## src/rtl/rtc_sec_pkg.sv

```systemverilog
package rtc_sec_pkg;
  localparam int unsigned ADDR_W  = 4;
  localparam int unsigned NUM_EVT = 2;
  localparam int unsigned FRZ_LSB = 24;
  localparam logic [1:0]  FRZ_LO_LATCH = 2'd2;

  localparam logic [ADDR_W-1:0] ADR_CNT_LO  = 4'd0;
  localparam logic [ADDR_W-1:0] ADR_CNT_HI  = 4'd1;
  localparam logic [ADDR_W-1:0] ADR_ALM_LO  = 4'd2;
  localparam logic [ADDR_W-1:0] ADR_ALM_HI  = 4'd3;
  localparam logic [ADDR_W-1:0] ADR_CTRL    = 4'd4;
  localparam logic [ADDR_W-1:0] ADR_EVT_RAW = 4'd5;
  localparam logic [ADDR_W-1:0] ADR_EVT_MSK = 4'd6;
  localparam logic [ADDR_W-1:0] ADR_EN_SET  = 4'd7;
  localparam logic [ADDR_W-1:0] ADR_EN_CLR  = 4'd8;
endpackage

```

## src/rtl/rtc_prescaler.sv

```systemverilog
module rtc_prescaler #(
  parameter int unsigned PRESC_W = 15
) (
  input  logic clk_i,
  input  logic rst_ni,
  input  logic clr_i,
  input  logic tick_i,
  output logic wrap_o
);
  localparam logic [PRESC_W-1:0] PMAX = '1;

  logic [PRESC_W-1:0] cnt_q;

  always_ff @(posedge clk_i or negedge rst_ni) begin
    if (!rst_ni)     cnt_q <= '0;
    else if (clr_i)  cnt_q <= '0;
    else if (tick_i) cnt_q <= cnt_q + 1'b1;
  end

  assign wrap_o = tick_i & ~clr_i & (cnt_q == PMAX);
endmodule

```

## src/rtl/rtc_sec_counter.sv

```systemverilog
module rtc_sec_counter #(
  parameter int unsigned CNT_W  = 48,
  parameter int unsigned DATA_W = 32
) (
  input  logic              clk_i,
  input  logic              rst_ni,
  input  logic              ld_lo_i,
  input  logic              ld_hi_i,
  input  logic [DATA_W-1:0] lo_i,
  input  logic [CNT_W-DATA_W-1:0] hi_i,
  input  logic              inc_i,
  output logic [CNT_W-1:0]  cnt_o
);
  logic [CNT_W-1:0] cnt_q;

  always_ff @(posedge clk_i or negedge rst_ni) begin
    if (!rst_ni)      cnt_q <= '0;
    else if (ld_lo_i) cnt_q[DATA_W-1:0] <= lo_i;
    else if (ld_hi_i) cnt_q[CNT_W-1:DATA_W] <= hi_i;
    else if (inc_i)   cnt_q <= cnt_q + 1'b1;
  end

  assign cnt_o = cnt_q;
endmodule

```

## src/rtl/rtc_evt_ctrl.sv

```systemverilog
module rtc_evt_ctrl #(
  parameter int unsigned NUM_EVT = 2
) (
  input  logic               clk_i,
  input  logic               rst_ni,
  input  logic [NUM_EVT-1:0] set_i,
  input  logic [NUM_EVT-1:0] clr_i,
  input  logic [NUM_EVT-1:0] en_set_i,
  input  logic [NUM_EVT-1:0] en_clr_i,
  output logic [NUM_EVT-1:0] flags_o,
  output logic [NUM_EVT-1:0] en_o,
  output logic               irq_o
);
  logic [NUM_EVT-1:0] flags_q, en_q;

  for (genvar i = 0; i < NUM_EVT; i++) begin : g_evt
    always_ff @(posedge clk_i or negedge rst_ni) begin
      if (!rst_ni) begin
        flags_q[i] <= 1'b0;
        en_q[i]    <= 1'b0;
      end else begin
        // set wins over a same-cycle clear
        flags_q[i] <= set_i[i] | (flags_q[i] & ~clr_i[i]);
        en_q[i]    <= en_set_i[i] | (en_q[i] & ~en_clr_i[i]);
      end
    end
  end

  assign flags_o = flags_q;
  assign en_o    = en_q;
  assign irq_o   = |(flags_q & en_q);
endmodule

```

## src/rtl/rtc_sec_core.sv

```systemverilog
module rtc_sec_core
  import rtc_sec_pkg::*;
#(
  parameter int unsigned PRESC_W = 15,
  parameter int unsigned CNT_W   = 48,
  parameter int unsigned DATA_W  = 32
) (
  input  logic              clk_i,
  input  logic              rst_ni,
  input  logic              tick_i,
  input  logic              alt_evt_i,
  input  logic              req_i,
  input  logic              we_i,
  input  logic [ADDR_W-1:0] addr_i,
  input  logic [DATA_W-1:0] wdata_i,
  output logic [DATA_W-1:0] rdata_o,
  output logic              irq_o
);
  localparam int unsigned HI_W = CNT_W - DATA_W;

  logic wr, rd;
  logic wr_cnt_lo, wr_cnt_hi, wr_alm_lo, wr_alm_hi, wr_ctrl;
  logic wr_evt_clr, wr_en_set, wr_en_clr;
  logic rd_cnt_lo, rd_cnt_hi;

  assign wr = req_i & we_i;
  assign rd = req_i & ~we_i;

  assign wr_cnt_lo  = wr & (addr_i == ADR_CNT_LO);
  assign wr_cnt_hi  = wr & (addr_i == ADR_CNT_HI);
  assign wr_alm_lo  = wr & (addr_i == ADR_ALM_LO);
  assign wr_alm_hi  = wr & (addr_i == ADR_ALM_HI);
  assign wr_ctrl    = wr & (addr_i == ADR_CTRL);
  assign wr_evt_clr = wr & ((addr_i == ADR_EVT_RAW) | (addr_i == ADR_EVT_MSK));
  assign wr_en_set  = wr & (addr_i == ADR_EN_SET);
  assign wr_en_clr  = wr & (addr_i == ADR_EN_CLR);
  assign rd_cnt_lo  = rd & (addr_i == ADR_CNT_LO);
  assign rd_cnt_hi  = rd & (addr_i == ADR_CNT_HI);

  // seconds timebase
  logic sec_tick;
  logic [CNT_W-1:0] sec_cnt;

  rtc_prescaler #(.PRESC_W(PRESC_W)) u_presc (
    .clk_i  (clk_i),
    .rst_ni (rst_ni),
    .clr_i  (wr_cnt_lo),
    .tick_i (tick_i),
    .wrap_o (sec_tick)
  );

  rtc_sec_counter #(.CNT_W(CNT_W), .DATA_W(DATA_W)) u_cnt (
    .clk_i   (clk_i),
    .rst_ni  (rst_ni),
    .ld_lo_i (wr_cnt_lo),
    .ld_hi_i (wr_cnt_hi),
    .lo_i    (wdata_i),
    .hi_i    (wdata_i[HI_W-1:0]),
    .inc_i   (sec_tick & ~wr_cnt_hi),
    .cnt_o   (sec_cnt)
  );

  // control and alarm compare value
  logic [1:0]       frz_mode_q;
  logic [CNT_W-1:0] alm_q;

  always_ff @(posedge clk_i or negedge rst_ni) begin
    if (!rst_ni) begin
      frz_mode_q <= '0;
      alm_q      <= '1;
    end else begin
      if (wr_ctrl)   frz_mode_q <= wdata_i[FRZ_LSB +: 2];
      if (wr_alm_lo) alm_q[DATA_W-1:0] <= wdata_i;
      if (wr_alm_hi) alm_q[CNT_W-1:DATA_W] <= wdata_i[HI_W-1:0];
    end
  end

  // split-read capture of the upper word
  logic            frozen_q;
  logic [HI_W-1:0] snap_q;

  always_ff @(posedge clk_i or negedge rst_ni) begin
    if (!rst_ni) begin
      frozen_q <= 1'b0;
      snap_q   <= '0;
    end else if (rd_cnt_lo && frz_mode_q == FRZ_LO_LATCH) begin
      frozen_q <= 1'b1;
      snap_q   <= sec_cnt[CNT_W-1:DATA_W];
    end else if (rd_cnt_hi) begin
      frozen_q <= 1'b0;
    end
  end

  // alarm edge detect
  logic alarm_hit, match_q;
  assign alarm_hit = (sec_cnt == alm_q);

  always_ff @(posedge clk_i or negedge rst_ni) begin
    if (!rst_ni) match_q <= 1'b0;
    else         match_q <= alarm_hit;
  end

  logic [NUM_EVT-1:0] evt_set, evt_clr, en_set, en_clr, flags, en;

  assign evt_set = {alt_evt_i, alarm_hit & ~match_q};
  assign evt_clr = wr_evt_clr ? wdata_i[NUM_EVT-1:0] : '0;
  assign en_set  = wr_en_set  ? wdata_i[NUM_EVT-1:0] : '0;
  assign en_clr  = wr_en_clr  ? wdata_i[NUM_EVT-1:0] : '0;

  rtc_evt_ctrl #(.NUM_EVT(NUM_EVT)) u_evt (
    .clk_i    (clk_i),
    .rst_ni   (rst_ni),
    .set_i    (evt_set),
    .clr_i    (evt_clr),
    .en_set_i (en_set),
    .en_clr_i (en_clr),
    .flags_o  (flags),
    .en_o     (en),
    .irq_o    (irq_o)
  );

  // read mux
  always_comb begin
    rdata_o = '0;
    if (rd) begin
      unique case (addr_i)
        ADR_CNT_LO:  rdata_o = sec_cnt[DATA_W-1:0];
        ADR_CNT_HI:  rdata_o[HI_W-1:0] = frozen_q ? snap_q : sec_cnt[CNT_W-1:DATA_W];
        ADR_ALM_LO:  rdata_o = alm_q[DATA_W-1:0];
        ADR_ALM_HI:  rdata_o[HI_W-1:0] = alm_q[CNT_W-1:DATA_W];
        ADR_CTRL:    rdata_o[FRZ_LSB +: 2] = frz_mode_q;
        ADR_EVT_RAW: rdata_o[NUM_EVT-1:0] = flags;
        ADR_EVT_MSK: rdata_o[NUM_EVT-1:0] = flags & en;
        ADR_EN_SET,
        ADR_EN_CLR:  rdata_o[NUM_EVT-1:0] = en;
        default:     rdata_o = '0;
      endcase
    end
  end
endmodule

```

## config.mk

```make
export PLATFORM = sky130hd
export DESIGN_NAME = rtc_sec_core
export DESIGN_NICKNAME = d
export VERILOG_FILES = /design/src/rtl/rtc_sec_pkg.sv /design/src/rtl/rtc_prescaler.sv /design/src/rtl/rtc_sec_counter.sv /design/src/rtl/rtc_evt_ctrl.sv /design/src/rtl/rtc_sec_core.sv
export SDC_FILE = /design/constraint.sdc
export NUM_CORES = 1
export LEC_CHECK = 0
export ABC_AREA = 1
export BUFFER_PORTS_ARGS = -buffer_cell sky130_fd_sc_hd__buf_2
export CORE_MARGIN = 4
export CORE_UTILIZATION = 64
export DETAILED_ROUTE_END_ITERATION = 12
export PLACE_DENSITY = 0.83
export SYNTH_ARGS = -nofsm -noshare
export SYNTH_HDL_FRONTEND = slang
export SYNTH_SLANG_ARGS = --single-unit
```

## constraint.sdc

```tcl
create_clock -name clk_i -period 4.3 [get_ports clk_i]
set_clock_uncertainty 0.2 [all_clocks]
set_input_delay 0.86 -clock clk_i [delete_from_list [all_inputs] [get_ports clk_i]]
set_output_delay 0.86 -clock clk_i [all_outputs]
set_load 0.01 [all_outputs]
```

* After elaboration in Yosys (flattened, before gate mapping)
Index checks and enable logic that the tools add are counted.
** Storage, ports and cells
- Flip-flop bits (word level) :: 135
- Input port bits :: 42
- Output and inout port bits :: 33
** Cells by class
- $add $sub $neg :: 2
- Equality and inequality tests :: 12
- Mux-type cells :: 18
- Bitwise operators :: 34
- Reduce and logical (&&, ||, !) cells :: 10
** Operators with widths (count)
- 32-bit 2-to-1 mux :: 3
- 14-bit case mux with 4 select lines :: 1
- 48-bit by 1-bit adder with 48-bit output, second input constant :: 1
- 48-bit == test :: 1
- 48-bit 2-to-1 mux :: 1
- 16-bit 2-to-1 mux :: 2
- 15-bit 2-to-1 mux :: 2
- 1-bit AND :: 20
- 4-bit by 3-bit == test with 1-bit output, second input constant :: 4
- 8-bit case mux with 2 select lines :: 1
- 15-bit by 1-bit adder with 15-bit output, second input constant :: 1
- 15-bit == test, second input constant :: 1
- 2-bit case mux with 7 select lines :: 1
- 6-bit case mux with 2 select lines :: 1
- 4-bit by 2-bit == test with 1-bit output, second input constant :: 2
- 1-bit inverter :: 8
- 2-bit nonzero test :: 4
- 2-bit 2-to-1 mux :: 3
- 2-bit case mux with 3 select lines :: 1
- 1-bit OR :: 5
- 4-bit by 1-bit == test with 1-bit output, second input constant :: 1
- 4-bit == test, second input constant :: 1
- 4-bit zero test :: 1
- 2-bit AND reduction :: 2
- 6 further kinds :: 8

* Logic depth before layout (Yosys ltp)
Gate-level depths: netlist (run 1).
- Word-level depth :: 9
- Mapped depth :: 11
- Gate-level depth less buffers :: 11

* Hierarchy
Synthesis (run 1) repeated with hierarchy kept, for this count alone.
** Second synthesis, totals
- Cell total of the unflattened synthesis :: 1385
- Area total of the unflattened synthesis :: 9409.0 µm²
** By module, submodules not included
- rtc_sec_core :: times used 1, cells an instance 603, area each 4420.5 µm², seq. area each 1761.7 µm²
- rtc_sec_counter :: times used 1, cells an instance 644, area each 3952.5 µm², seq. area each 1201.2 µm²
- rtc_prescaler :: times used 1, cells an instance 115, area each 864.6 µm², seq. area each 375.4 µm²
- rtc_evt_ctrl :: times used 1, cells an instance 23, area each 171.4 µm², seq. area each 100.1 µm²

* Least setup slack after synthesis (run 1)
OpenSTA, ideal clock, no wires.
- Kind :: input to output
- Start point :: input port addr_i[3]
- End point :: output port rdata_o[19]
- Data arrival time :: 1.850 ns
- Data required time :: 3.240 ns
- Slack :: 1.390 ns
- Cell stages on the path :: 6
- Path buffers :: 1
- Cell sequence :: nor2_2 -> nand2_1 -> inv_2 -> clkbuf_1 -> nand2_1 -> a21oi_1
** Between the ends
- Word-level cells in the longest chain between the ends :: 3
** RTL lines
- from (decl) :: line rtc_sec_core.sv:14 : input logic [ADDR_W-1:0] addr_i,
- 4-bit by 2-bit == test with 1-bit output or 4-bit zero test (tied branches) :: line rtc_sec_core.sv:126 : unique case (addr_i)
- 8-bit case mux with 2 select lines (*) :: line rtc_sec_core.sv:126
- 32-bit 2-to-1 mux (*) :: line rtc_sec_core.sv:125 : if (rd) begin
- to (decl) :: line rtc_sec_core.sv:16 : output logic [DATA_W-1:0] rdata_o,
Mark *: on every way between the ends. The rest lies on a longest branch, timed or not.

* Worst setup path after layout (run 1)
- Start point :: input port addr_i[0]
- End point :: output port rdata_o[10]
** Between the ends
- Word-level cells in the longest chain between the ends :: 3
** RTL lines (line)
- 4-bit by 2-bit == test with 1-bit output (tied with other cells) :: rtc_sec_core.sv:126
- 14-bit case mux with 4 select lines (*) :: rtc_sec_core.sv:126
- 32-bit 2-to-1 mux (*) :: rtc_sec_core.sv:125
Marked as above.

==> flow_summary_export.csv, run 1 <==
group,metric,value,unit
cells_and_area,drive_gt1_share,13.4,%
clocking,post_cts_resized,0,
floorplan,ios,75,
placement,dpl.hpwl,22400,microns
cells_and_area,post-route-util,73.1,%
worst_hold_path,min_to,"alm_q[38]",
worst_hold_path,min_path_cells,2,
global_routing,grt.overflow.total,0,
logic_synthesis,synth.largest_area_cell,"dfrtp_1",
placement,placed_cell_area,9710,sq um
cells_and_area,final_area,10300,sq um
logic_synthesis,async_reset_ff_share,100,%
power_and_ir_drop,p_clk_share,35.6,%
critical_path,r2r-start,"u_presc.cnt_q[0]",
critical_path,cp-end-kind,"output port",
clocking,cts_hold_buffers,0,
logic_synthesis,synth.area.top_cells,"dfrtp_1 (23%), nand2_1 (22%), dfstp_2 (14%), nand3_1 (6.5%), nor2_1 (6.4%)",
clocking,cts_setup_buffers,0,
power_and_ir_drop,ir_worst_vdd,0.000339,V
power_and_ir_drop,p_int,2.56,mW
logic_synthesis,syn_inst,1463,
clocking,cts_buffer_depth,2,
route,dr.pass1.iters,6,
floorplan,core_area,14000,sq um
run,cap_violations,0,
floorplan,die-area,16500,sq um
logic_synthesis,synth_edf_count,0,
floorplan,initial_core_util,66.1,%
critical_path,ff2ff_path_depth,9,
sta,finalSetupViolCount,0,
critical_path,crit_arrival,2440,ps
global_routing,track_usage,38.0,%
clocking,cts_sinks,135,
route,wl,30800,microns
sta,worst-slew-pin-transition,834,ps
route,route.antenna.remaining_nets,0,
sta,finalCritPeriodShare,81.5,%
clocking,cts_root_buf,"clkbuf_16",
critical_path,r2r-end,"u_cnt.cnt_o[12]",
floorplan,die_w,128,microns
sta,relSlewSlack,44.4,%
logic_synthesis,yosysMostFrequentCell,"nand2_1",
logic_synthesis,netlist_area,9280,sq um
power_and_ir_drop,powerDensity,384,nW/um^2
floorplan,floorplan.rows,43,
clocking,cts_tree,"done",
worst_hold_path,hp-class,"flip-flop to flip-flop",
critical_path,crit_fanout,10,
route,num_vias,10100,
power_and_ir_drop,power_switching_share,35.0,%
logic_synthesis,synth_seq_cells,135,
global_routing,grt_pass1_wl,48400,microns
placement,gp_congestion,1.04,
logic_synthesis,synth_flop_cell,"dfrtp_1",
power_and_ir_drop,power.leakage,4.76,nW
cells_and_area,layoutNonFillerInstCount,1705,
logic_synthesis,netlist.area_leader.share,23.5,%
route,drt_iter0_markers,1264,
global_routing,grt_pass1_vias,9259,
sta,timing.setup.tns,0,ps
sta,holdWs,285,ps
worst_hold_path,min_from,"alm_q[38]",
cells_and_area,fillers,1208,
cells_and_area,nNetsFinal,1556,
sta,max_freq,285,MHz
critical_path,start_kind,"primary input",
floorplan,die_y,128,microns
critical_path,required,3240,ps
critical_path,crit_type,"primary input to output port",
logic_synthesis,ys_types,41,
route,wl_per_cell,18.1,microns
clocking,clk_latency,440,ps
power_and_ir_drop,p_switching,1.38,mW
cells_and_area,syn2layout_area_growth,10.7,%
placement,place_inst,1673,
power_and_ir_drop,pwr-share-comb,19.8,%
logic_synthesis,yosys_warnings,0,
clocking,numCtsBuffers,17,
sta,slew_violations,0,
critical_path,timing.reg2reg.setup_slack,1760,ps
placement,io_buffers,74,
logic_synthesis,ys_top_cells_by_count,"nand2_1 (544), nor2_1 (157), inv_1 (141), nand3_1 (121), dfrtp_1 (87)",
run_status,status,"finished clean",
logic_synthesis,avgSynthCellArea,6.34,sq um
route,drcViolationCount,0,
sta,layout_setup_ws,797,ps
clocking,clk_pin_slew,60,ps
power_and_ir_drop,p_seq_share,44.6,%
clocking,htree_levels,4,
power_and_ir_drop,total_power,3.95,mW
logic_synthesis,syn_nets,1507,
sta,period_needed,3500,ps
placement,place_ws,851,ps
route,via_per_inst,5.93,
sta,hold_violations,0,
global_routing,grt_max_degree,91,
global_routing,grt_antenna_before_repair,0,
sta,rsz0062_at_grt,"false",
logic_synthesis,seq_area_frac_synth,37.1,%
cells_and_area,diodes,0,
[critical path: stages]
cell and delay [ps]:
buf_2 130, nand2_1 100, inv_2 40, nand2_1 440, inv_2 200, nand2_1 90, o21ai_0 80, a211oi_1 280
nor2_1 70, buf_2 140
[power groups by stage]
stage          logic, mW  registers, mW  clock network (mW)
2_1_floorplan      0.569           1.68                   0
3_3_place_gp       0.737           1.76                   0
3_5_place_dp       0.763           1.77                   0
4_1_cts            0.768           1.75                1.40
5_1_grt            0.884           1.78                1.47
6_report           0.782           1.76                1.41
[per-layer routing]
metal  GRT usage (%)  vias up  wire, microns
li1                -     4770              -
met1            50.7     4637          12300
met2            59.5      609          14000
met3            8.30       98           3270
met4            17.2        0           1300
met5               0        -              0
[state kept, by name, summed over array words and instances, names as in the netlist]
name and cells:
alm_q 48, u_cnt.cnt_o 48, snap_q 16, u_presc.cnt_q 15, frz_mode_q 2, u_evt.en_o 2
u_evt.flags_o 2, frozen_q 1, match_q 1
[worst max path at each step]
stage / startpoint / end / cells after the start
5_1_grt: addr_i[0] / rdata_o[10] / 10
4_1_cts: addr_i[0] / rdata_o[10] / 10
6_report: addr_i[0] / rdata_o[10] / 10
3_5_place_dp: addr_i[0] / rdata_o[10] / 10
3_3_place_gp: addr_i[2] / rdata_o[31] / 8
2_1_floorplan: addr_i[3] / rdata_o[19] / 6
[kinds of logic after synthesis]
logic type               share of synthesized area, %
AND/OR/NAND/NOR                                  39.2
AO/OA/AOI/OAI                                    12.6
buffers and inverters                            9.10
flip-flops                                       37.1
XOR/XNOR                                         1.60
multiplexers                                    0.243
adder cells (fa/ha/maj)                         0.270
[placed cells by master, fill, tap and decap left out, drive strengths merged, types with 2 or more instances in the layout]
| master | Yosys | routed |
|---|---|---|
| xnor2 | 9 | 9 |
| a21oi | 60 | 60 |
| o21ai | 120 | 120 |
| mux2 | 2 | 2 |
| clkinvlp | 0 | 4 |
| nand3b | 6 | 6 |
| clkbuf | 30 | 17 |
| dfrtp | 87 | 87 |
| ha | 2 | 2 |
| a211oi | 14 | 14 |
| dfstp | 48 | 48 |
| inv | 155 | 164 |
| nor2 | 165 | 165 |
| xor2 | 8 | 8 |
| buf | 26 | 86 |
| clkinv | 0 | 2 |
| nor3 | 10 | 10 |
| o22ai | 9 | 9 |
| nand3 | 123 | 123 |
| o211ai | 8 | 8 |
| nand4 | 17 | 17 |
| and2 | 2 | 2 |
| nand2 | 553 | 553 |
[cell type report]
cell class / count / area [sq um] / area share [%]
inverters: 155 / 582 / 5.66
clock buffers: 17 / 425 / 4.14
well taps: 180 / 225 / 2.19
clock inverters: 15 / 134 / 1.30
flip-flops and latches: 135 / 3440 / 33.5
multi-input cells: 1117 / 5000 / 48.7
repair buffers: 86 / 467 / 4.54
No activity file was read; power rests on OpenSTA's default activity.
==> run 2: changes to the inputs <==
Settings changed: CORE_UTILIZATION 64 to 61, PLACE_DENSITY 0.83 to 0.8.
Clock period 4.3 ns to 3.28 ns, I/O delays scaled along.
==> run 2 against run 1 <==
Effect of this change:
- the run now ends with hold timing left
- first-iteration DRC count down 19%
- critical path depth down 3
- wire length increased by 0.71%
- global-route usage fell by 1.6 points
- sequential power is 31% higher
- final area is 1.3% higher
- die area increased by 4.6%
- highest routed layer unchanged
- via count shrank 0.97%
- critical endpoint is now rdata_o[1]
- flip-flop and latch count stayed put
- combinational power up 33%
- register-to-register slack worse by 1000 ps
- clock power up 44%
- critical path type is now flip-flop to output port
==> flow_summary_export.csv, run 2 (synthesized netlist as in run 1, its figures left out) <==
group,metric,value,unit
route,wl,31100,microns
route,num_vias,10000,
clocking,clk_latency,440,ps
route,drcViolationCount,0,
sta,hold_violations,3,
clocking,cts_hold_buffers,0,
cells_and_area,diodes,0,
power_and_ir_drop,power.leakage,4.83,nW
cells_and_area,multi_input_area,5000,sq um
route,drt-met1-wl,12600,microns
clocking,post_cts_resized,0,
critical_path,critical_path.max_stage_delay,520,ps
global_routing,grt_max_degree,60,
clocking,cts_root_buf,"clkbuf_16",
sta,period_needed,3120,ps
placement,dpl.hpwl,22400,microns
run,cap_violations,0,
critical_path,cp-end-kind,"output port",
clocking,cts_setup_buffers,0,
clocking,cts_sinks,135,
clocking,cts_buffer_depth,2,
sta,timing.setup.tns,0,ps
route,route.antenna.remaining_nets,0,
worst_hold_path,hp-class,"primary input to async pin",
power_and_ir_drop,ir_worst_vdd,0.000443,V
clocking,numCtsBuffers,17,
critical_path,crit_arrival,2260,ps
global_routing,grt_antenna_before_repair,0,
critical_path,crit_family,"buffers and inverters",
placement,place_ws,156,ps
floorplan,initial_core_util,63.1,%
critical_path,path_cells,"buf_4 -> inv_1 -> o21ai_0 -> o211ai_1 -> nor2_1 -> a21oi_1 -> buf_2",
cells_and_area,syn2layout_area_growth,12.1,%
sta,relSlewSlack,53.8,%
critical_path,crit_slowest_cell,"inv_1",
global_routing,grt_pass1_vias,9502,
run_status,violations,"hold timing",
cells_and_area,nNetsFinal,1563,
critical_path,cp_num_buf_inv,3,
sta,max_freq,321,MHz
sta,finalCritPeriodShare,95.0,%
cells_and_area,fillers,1319,
placement,gp_congestion,1.02,
global_routing,track_usage,36.4,%
clocking,htree_levels,4,
placement,io_buffers,74,
global_routing,grt.overflow.total,0,
floorplan,floorplan.rows,44,
global_routing,grt_pass1_wl,50200,microns
floorplan,die_y,131,microns
floorplan,ios,75,
critical_path,crit_fanout,18,
route,via_per_inst,5.84,
sta,finalSetupViolCount,0,
route,wl_per_cell,18.1,microns
floorplan,die_w,131,microns
cells_and_area,drive_gt1_share,13.8,%
critical_path,crit_type,"flip-flop to output port",
route,dr_wl_met3,2880,microns
route,routed.top_layer,"met4",
route,dr.pass1.iters,6,
cells_and_area,final_cell_mix,"nand2_1 (543), nor2_1 (157), inv_1 (141)",
route,drt_iter0_markers,1029,
clocking,cts_tree,"done",
critical_path,required,2420,ps
critical_path,start_kind,"flip-flop",
sta,slew_violations,0,
cells_and_area,regArea,3440,sq um
sta,holdWs,-23.6,ps
route,wl_met2,14400,microns
run_status,status,"finished, violations left",
sta,worst-slew-pin-transition,690,ps
sta,layout_setup_ws,163,ps
sta,rsz0062_at_grt,"false",
clocking,clk_pin_slew,70,ps
floorplan,core_area,14700,sq um
floorplan,die-area,17300,sq um
cells_and_area,layout.cells.most_common,"nand2_1",
power_and_ir_drop,powerDensity,515,nW/um^2
## run 2: cell count changes in the layout (fill, tap and decap cells not counted), sizes merged
cell,previous run,this run
buf,86,93
bufinv,0,3
clkbuf,17,18
clkinv,2,6
clkinvlp,4,2
inv,164,158
## run 2: worst register-to-register path: stages (launching register included)
cell and delay (ps):
dfrtp_1 400, ha_1 210, nand3_1 160, inv_1 80
nand2_1 70, nor2_2 210, nand3_4 300, nand2_4 530
o211ai_1 190, nand2_1 120
## run 2: per-layer routing
| layer | up-vias | track usage, % |
|---|---|---|
| li1 | 4774 | - |
| met1 | 4624 | 47.9 |
| met2 | 525 | 58.4 |
| met3 | 93 | 8.07 |
| met4 | 0 | 15.4 |
| met5 | - | 0 |
## run 2: through the flow
stage          power [mW]  instances  util (%)  hold slack (ps)  area (sq um)
2_1_floorplan        2.95       1463         -              160          9280
3_3_place_gp         3.28       1684      66.6              267          9790
3_5_place_dp         3.31       1684      66.6              275          9790
4_1_cts              5.34       1716      70.8             21.1         10400
5_1_grt              5.62       1716      70.8             15.6         10400
6_report             5.36       1716      70.8            -23.6         10400
## run 2: final timing paths
kind | start | depth (start not counted) | to | slack, ps
setup / recovery | frozen_q | 7 | rdata_o[1] | 160
hold / removal | rst_ni | 1 | frozen_q | -20
setup reg to reg | u_presc.cnt_q[0] | 9 | u_cnt.cnt_o[9] | 750
hold reg to reg | alm_q[3] | 2 | alm_q[3] | 280
max in group asynchronous | rst_ni | 2 | alm_q[29] | 1970
min in group clk_i | alt_evt_i | 3 | u_evt.flags_o[1] | 210
## run 2: final cells by class
class                   instances  share of cell area, %
clock buffers                  18                   4.22
inverters                     155                   5.59
multi-input cells            1117                   48.0
clock inverters                14                   1.66
flip-flops and latches        135                   33.0
well taps                     184                   2.21
repair buffers                 93                   5.23
## run 2: power by group
| group | switching (mW) | leakage (nW) | internal [mW] |
|---|---|---|---|
| logic | 0.660 | 2.90 | 0.375 |
| clock network | 0.809 | 0.297 | 1.22 |
| registers | 0.306 | 1.64 | 1.99 |
